--- config.mk ---
export PLATFORM = sky130hd
export DESIGN_NAME = mac_unit
export DESIGN_NICKNAME = d
export VERILOG_FILES = /design/src/rtl/mac_pkg.sv /design/src/rtl/mac_xfr_decode.sv /design/src/rtl/mac_core.sv /design/src/rtl/mac_readback.sv /design/src/rtl/mac_unit.sv
export SDC_FILE = /design/constraint.sdc
export NUM_CORES = 2
export LEC_CHECK = 0
export BUFFER_PORTS_ARGS = -buffer_cell sky130_fd_sc_hd__clkbuf_2
export CAP_MARGIN = 5
export CORE_ASPECT_RATIO = 0.7
export CORE_MARGIN = 2
export CORE_UTILIZATION = 55
export CTS_CLUSTER_SIZE = 14
export DETAILED_ROUTE_END_ITERATION = 8
export PLACE_DENSITY_LB_ADDON = 0.3
export SYNTH_ARGS = -nofsm -noshare
export SYNTH_HDL_FRONTEND = slang
export SYNTH_SLANG_ARGS = --single-unit
--- constraint.sdc ---
create_clock -name clk -period 10.69 [get_ports clk]
set_input_delay 0 -clock clk [delete_from_list [all_inputs] [get_ports clk]]
set_output_delay 0 -clock clk [all_outputs]
set_load 0.05 [all_outputs]
--- src/rtl/mac_pkg.sv ---
package mac_pkg;
  // Control byte bit positions inside register 25.
  localparam int CTL_MODE_BIT  = 0;
  localparam int CTL_CARRY_BIT = 1;

  typedef struct packed {
    logic carry;
    logic acc_en;
  } mac_ctl_t;
endpackage

--- src/rtl/mac_xfr_decode.sv ---
module mac_xfr_decode #(
  parameter int REGW      = 5,
  parameter int LANEW     = 2,
  parameter int LENW      = 7,
  parameter int FIRST_REG = 25,
  parameter int NREGS     = 3,
  parameter int BPR       = 4
) (
  input  logic [REGW-1:0]        reg_i,
  input  logic [LANEW-1:0]       lane_i,
  input  logic [LENW-1:0]        len_i,
  output logic                   valid_o,
  output logic [NREGS*BPR-1:0]   mask_o
);
  localparam int NBYTES = NREGS * BPR;
  localparam int SUMW   = REGW + LENW + 4;
  localparam int BASE   = FIRST_REG * BPR;
  localparam int LIMIT  = (FIRST_REG + NREGS) * BPR;

  logic [SUMW-1:0] abs_start;
  logic [SUMW-1:0] abs_end;

  always_comb begin
    abs_start = SUMW'(reg_i) * SUMW'(BPR) + SUMW'(lane_i);
    abs_end   = abs_start + SUMW'(len_i);
    valid_o   = (reg_i >= REGW'(FIRST_REG)) && (abs_end <= SUMW'(LIMIT));
  end

  for (genvar i = 0; i < NBYTES; i++) begin : g_mask
    localparam logic [SUMW-1:0] ABS = SUMW'(BASE + i);
    assign mask_o[i] = (ABS >= abs_start) && (ABS < abs_end);
  end
endmodule

--- src/rtl/mac_core.sv ---
module mac_core #(
  parameter int W = 32
) (
  input  logic           clk,
  input  logic           rst,
  input  logic [W-1:0]   a_i,
  input  logic [W-1:0]   b_i,
  input  logic           step_i,
  input  logic           mode_wr_i,
  input  logic           mode_val_i,
  input  logic           clr_i,
  output logic [2*W-1:0] prod_o,
  output logic [2*W-1:0] acc_o,
  output logic           mode_o,
  output logic           carry_o
);
  import mac_pkg::*;

  localparam int DW = 2 * W;

  logic [DW-1:0] prod_q, acc_q, mul;
  logic [DW:0]   sum_ext;
  mac_ctl_t      ctl_q;

  always_comb begin
    mul     = DW'(a_i) * DW'(b_i);
    sum_ext = {1'b0, acc_q} + {1'b0, mul};
  end

  always_ff @(posedge clk) begin
    if (rst) begin
      prod_q <= '0;
      acc_q  <= '0;
      ctl_q  <= '0;
    end else begin
      if (mode_wr_i) ctl_q.acc_en <= mode_val_i;
      if (!ctl_q.acc_en) begin
        prod_q <= mul;
        acc_q  <= '0;
        if (clr_i) ctl_q.carry <= 1'b0;
      end else if (clr_i) begin
        acc_q       <= '0;
        ctl_q.carry <= 1'b0;
      end else if (step_i) begin
        prod_q <= sum_ext[DW-1:0];
        acc_q  <= sum_ext[DW-1:0];
        if (sum_ext[DW]) ctl_q.carry <= 1'b1;
      end
    end
  end

  assign prod_o  = prod_q;
  assign acc_o   = acc_q;
  assign mode_o  = ctl_q.acc_en;
  assign carry_o = ctl_q.carry;

  a_r2_mul_every_clock: assert property (@(posedge clk) disable iff (rst)
    !ctl_q.acc_en |=> prod_q == (DW'($past(a_i)) * DW'($past(b_i))));

  a_r3_acc_held_zero: assert property (@(posedge clk) disable iff (rst)
    !ctl_q.acc_en |=> acc_q == '0);

  a_r5_hold_without_write: assert property (@(posedge clk) disable iff (rst)
    (ctl_q.acc_en && !step_i && !clr_i) |=> ($stable(acc_q) && $stable(prod_q)));

  a_r6_carry_sticky: assert property (@(posedge clk) disable iff (rst)
    (ctl_q.carry && !clr_i) |=> ctl_q.carry);

  a_r7_clear_zeroes: assert property (@(posedge clk) disable iff (rst)
    (ctl_q.acc_en && clr_i) |=> (acc_q == '0 && !ctl_q.carry && $stable(prod_q)));
endmodule

--- src/rtl/mac_readback.sv ---
module mac_readback #(
  parameter int NBYTES = 12
) (
  input  logic                clk,
  input  logic                rst,
  input  logic                rd_i,
  input  logic                bad_i,
  input  logic [NBYTES-1:0]   mask_i,
  input  logic [NBYTES*8-1:0] image_i,
  output logic [NBYTES*8-1:0] rd_data_o,
  output logic                rd_valid_o,
  output logic                err_o
);
  logic [NBYTES*8-1:0] bitmask;

  for (genvar i = 0; i < NBYTES; i++) begin : g_expand
    assign bitmask[i*8 +: 8] = {8{mask_i[i]}};
  end

  always_ff @(posedge clk) begin
    if (rst) begin
      rd_data_o  <= '0;
      rd_valid_o <= 1'b0;
      err_o      <= 1'b0;
    end else begin
      rd_valid_o <= rd_i;
      err_o      <= bad_i;
      if (rd_i) rd_data_o <= image_i & bitmask;
    end
  end

  a_r9_valid_follows_read: assert property (@(posedge clk) disable iff (rst)
    rd_valid_o |-> $past(rd_i));
endmodule

--- src/rtl/mac_unit.sv ---
module mac_unit #(
  parameter int W         = 32,
  parameter int REGW      = 5,
  parameter int LANEW     = 2,
  parameter int LENW      = 7,
  parameter int FIRST_REG = 25
) (
  input  logic                clk,
  input  logic                rst,
  input  logic [W-1:0]        op_a_i,
  input  logic [W-1:0]        op_b_i,
  input  logic                xfr_wr_i,
  input  logic                xfr_rd_i,
  input  logic [REGW-1:0]     xfr_reg_i,
  input  logic [LANEW-1:0]    xfr_lane_i,
  input  logic [LENW-1:0]     xfr_len_i,
  input  logic [1:0]          xfr_ctl_i,
  output logic [2*W-1:0]      prod_o,
  output logic [2*W-1:0]      acc_o,
  output logic                mode_o,
  output logic                carry_o,
  output logic [3*W-1:0]      rd_data_o,
  output logic                rd_valid_o,
  output logic                err_o
);
  import mac_pkg::*;

  localparam int NREGS  = 3;
  localparam int BPR    = W / 8;
  localparam int NBYTES = NREGS * BPR;

  logic              xfr_ok, wr_ok, rd_ok, bad, ctl_hit;
  logic [NBYTES-1:0] mask;
  logic [3*W-1:0]    image;

  mac_xfr_decode #(
    .REGW(REGW), .LANEW(LANEW), .LENW(LENW),
    .FIRST_REG(FIRST_REG), .NREGS(NREGS), .BPR(BPR)
  ) i_decode (
    .reg_i  (xfr_reg_i),
    .lane_i (xfr_lane_i),
    .len_i  (xfr_len_i),
    .valid_o(xfr_ok),
    .mask_o (mask)
  );

  always_comb begin
    wr_ok   = xfr_wr_i && xfr_ok;
    rd_ok   = xfr_rd_i && xfr_ok;
    bad     = (xfr_wr_i || xfr_rd_i) && !xfr_ok;
    ctl_hit = wr_ok && mask[0];
    image   = {prod_o, (W-2)'(0), carry_o, mode_o};
  end

  mac_core #(.W(W)) i_core (
    .clk       (clk),
    .rst       (rst),
    .a_i       (op_a_i),
    .b_i       (op_b_i),
    .step_i    (wr_ok),
    .mode_wr_i (ctl_hit),
    .mode_val_i(xfr_ctl_i[CTL_MODE_BIT]),
    .clr_i     (ctl_hit && xfr_ctl_i[CTL_CARRY_BIT]),
    .prod_o    (prod_o),
    .acc_o     (acc_o),
    .mode_o    (mode_o),
    .carry_o   (carry_o)
  );

  mac_readback #(.NBYTES(NBYTES)) i_readback (
    .clk       (clk),
    .rst       (rst),
    .rd_i      (rd_ok),
    .bad_i     (bad),
    .mask_i    (mask),
    .image_i   (image),
    .rd_data_o (rd_data_o),
    .rd_valid_o(rd_valid_o),
    .err_o     (err_o)
  );

  a_r8_low_register_rejected: assert property (@(posedge clk) disable iff (rst)
    ((xfr_wr_i || xfr_rd_i) && xfr_reg_i < REGW'(FIRST_REG)) |=> err_o);

  a_r8_invalid_write_no_change: assert property (@(posedge clk) disable iff (rst)
    (xfr_wr_i && !xfr_rd_i && xfr_reg_i < REGW'(FIRST_REG) && mode_o)
      |=> ($stable(acc_o) && $stable(mode_o) && $stable(carry_o)));
endmodule

==> results.ini <==
[setup_path]
slowest_stage = or4_1
path_class = in2reg
cpMostUsedCell = fa_1
cpPeakStageDelay_ns = 0.61
worst_setup_path_start_kind = input port
cp.required_ns = 11.09
crit_path_end_kind = flip-flop
cp_max_fo = 20
cp.arrival_ns = 10.47

[floorplanning]
initial_core_util_pct = 55.46
row_count = 88
core_mm2 = 0.08236
die-area_mm2 = 0.08540
die_w_um = 348.4
fp.dieH_um = 245.1
num_io_pins = 312

[global_route]
overflow = 0
grt_pass1_vias = 37890
grt_max_degree = 73
grt_pass1_wl_um = 209200
antenna_found_initial = 5
grt_usage_pct = 30.94

[yosys]
synth-edff-count = 0
synth_cell_type_count = 82
avgSynthCellArea_um2 = 8.632
synth.most_common_cell = inv_1
synth_area_mm2 = 0.04567
yosysTopAreaCell = fa_1
synth-seq-area-share_pct = 8.679
synthTopCellsByArea = fa_1, ha_1, dfxtp_1
ys_async_sr_fraction_pct = 0
synth-main-ff-cell = dfxtp_1
synth_top_area_share_pct = 39.36
syn_inst = 5291
ys_ff_latch = 198
synth_warnings = 0
ys_top_cells_by_count = inv_1, fa_1, nand2_1

[routing]
vias_per_cell = 5.676
wl_per_cell_um = 19.79
drtPass1Iterations = 6
drt_iter0_markers = 3250
drt_wl_total_um = 128700
vias = 36890
drc = 0
ant_nets = 0

[run]
cap_violations = 0

[finish]
fill_cells = 7305
layout.nets = 6739
area_growth_pct = 6.983
drive_above_1_share_pct = 8.787
stdcell_count = 6500

[sta]
timing.fmax_ghz = 0.09930
setup_violations = 0
post-route-period-util_pct = 94.20
tightestPinTransition_ns = 1.131
hold_viol = 0
clock_skew_ns = 0.02520
slew_headroom_pct = 24.30
rsz0062_at_grt = false
period_minus_slack_ns = 10.07
worst_slack_ns = 0.6197
finalSetupTns_ns = 0
maxSlewViolCount = 0

[cts]
cts.sink_count = 198
clk_pin_slew_ns = 0.07
cts_max_level = 4
cts-root-buf = clkbuf_16
cts_buffers = 25
cts_tree = done
clockBufferDepth = 3
clkLatencyLatePin_ns = 0.51
cts_resized = 0
cts_setup_buffers = 0

[placement]
dp_cells = 6461
pre_cts_ws_ns = 0.3522
globalplace.congestion = 0.9424
hpwl_um = 106200
port_buffers = 281

[min_path]
hp-class = in2reg

[run_status]
status = finished, final reports clean

==> what timing repair did <==
item | CTS | global route
hold buffers | 3 | 0
endpoints found under the setup margin | 0 | 0
endpoints found under the hold margin | 2 | 0
==> sequential cells by signal (all words and copies together), names as in the netlist <==
signal                 count
i_readback.rd_data_o      66
i_core.acc_o              64
i_core.prod_o             64
i_core.carry_o             1
i_core.mode_o              1
i_readback.err_o           1
i_readback.rd_valid_o      1
==> critical path, delay by kind of cell <==
kind / cells / cell delay (ns)
AOI/OAI and AO/OA: 5 / 1.35
xor gates and xnor gates: 2 / 0.36
adders and majority gates: 10 / 4.89
buffers and inverters: 7 / 1.09
and+or+nand+nor: 10 / 2.75
==> worst paths after layout <==
check	startpoint	endpoint	slack [ns]	cells past startpoint
setup / recovery	op_b_i[10]	i_core.prod_o[61]	0.62	34
hold / removal	rst	i_readback.rd_data_o[82]	0.02	2
setup reg to reg	i_core.acc_o[0]	i_core.carry_o	6.62	14
hold reg to reg	i_core.acc_o[63]	i_core.acc_o[63]	0.48	2
==> layout make-up <==
class | instances | area, um2 | area share [%]
Clock buffer | 26 | 639.4 | 1.309
Multi-Input combinational cell | 3845 | 36940 | 75.59
Clock inverter | 7 | 110.1 | 0.2253
Timing Repair Buffer | 402 | 2325 | 4.758
Inverter | 939 | 3525 | 7.213
Antenna cell | 3 | 7.507 | 0.01536
Tap cell | 1080 | 1351 | 2.766
Sequential cell | 198 | 3968 | 8.120
==> placed cells by master (no fill, tap or decap), types with 15 or more instances in the layout <==
cell type and n:
ha_1 346, inv_1 939, a31oi_1 24, mux2i_1 39, clkbuf_2 280, nand2_1 686
fa_1 898, dfxtp_1 197, and3_1 15, o211ai_1 22, nand3_1 39, xor2_1 49
nor2_1 195, and2_1 587, a21o_1 65, a22oi_1 62, a211oi_1 48, o21a_1 22
conb_1 30, o21bai_1 26, a21oi_1 229, clkbuf_16 25, nor3_1 41, o21ai_0 112
nand4_1 45, xnor2_1 73, buf_4 119
==> through the flow <==
step / hold WS [ns] / cell area [um2] / utilization [%]
6_report: 0.02390 / 48860 / 59.33
5_1_grt: 0.02293 / 48860 / 59.32
4_1_cts: 0.0008035 / 48850 / 59.32
3_5_place_dp: 0.2514 / 48070 / 58.37
3_3_place_gp: 0.2271 / 48070 / 58.37
2_1_floorplan: 0.1360 / 45780 / -
==> kinds of logic (layout without fill, tap and decap cells) <==
logic type,after synthesis,after routing,share of synthesized area [%]
mux,40,40,0.8794
buf+inv,1277,1374,10.78
flops,198,198,8.679
fa+ha+maj,1244,1244,48.84
xor+xnor,122,122,2.340
other cells,1,33,0.008211
simple gates,1696,1696,18.34
compound gates,713,713,10.13
==> per-layer routing <==
metal / global-route usage (%) / routed length, um / up-vias
met5: 0 / 27 / -
met4: 6.554 / 2977 / 4
met3: 4.335 / 10520 / 184
met2: 49.10 / 59480 / 1496
met1: 45.32 / 55640 / 18640
li1: - / - / 16570
Power is left out: the tool's default activity adds up to more than one toggle a clock period on the data nets, which glitch-free logic cannot reach.
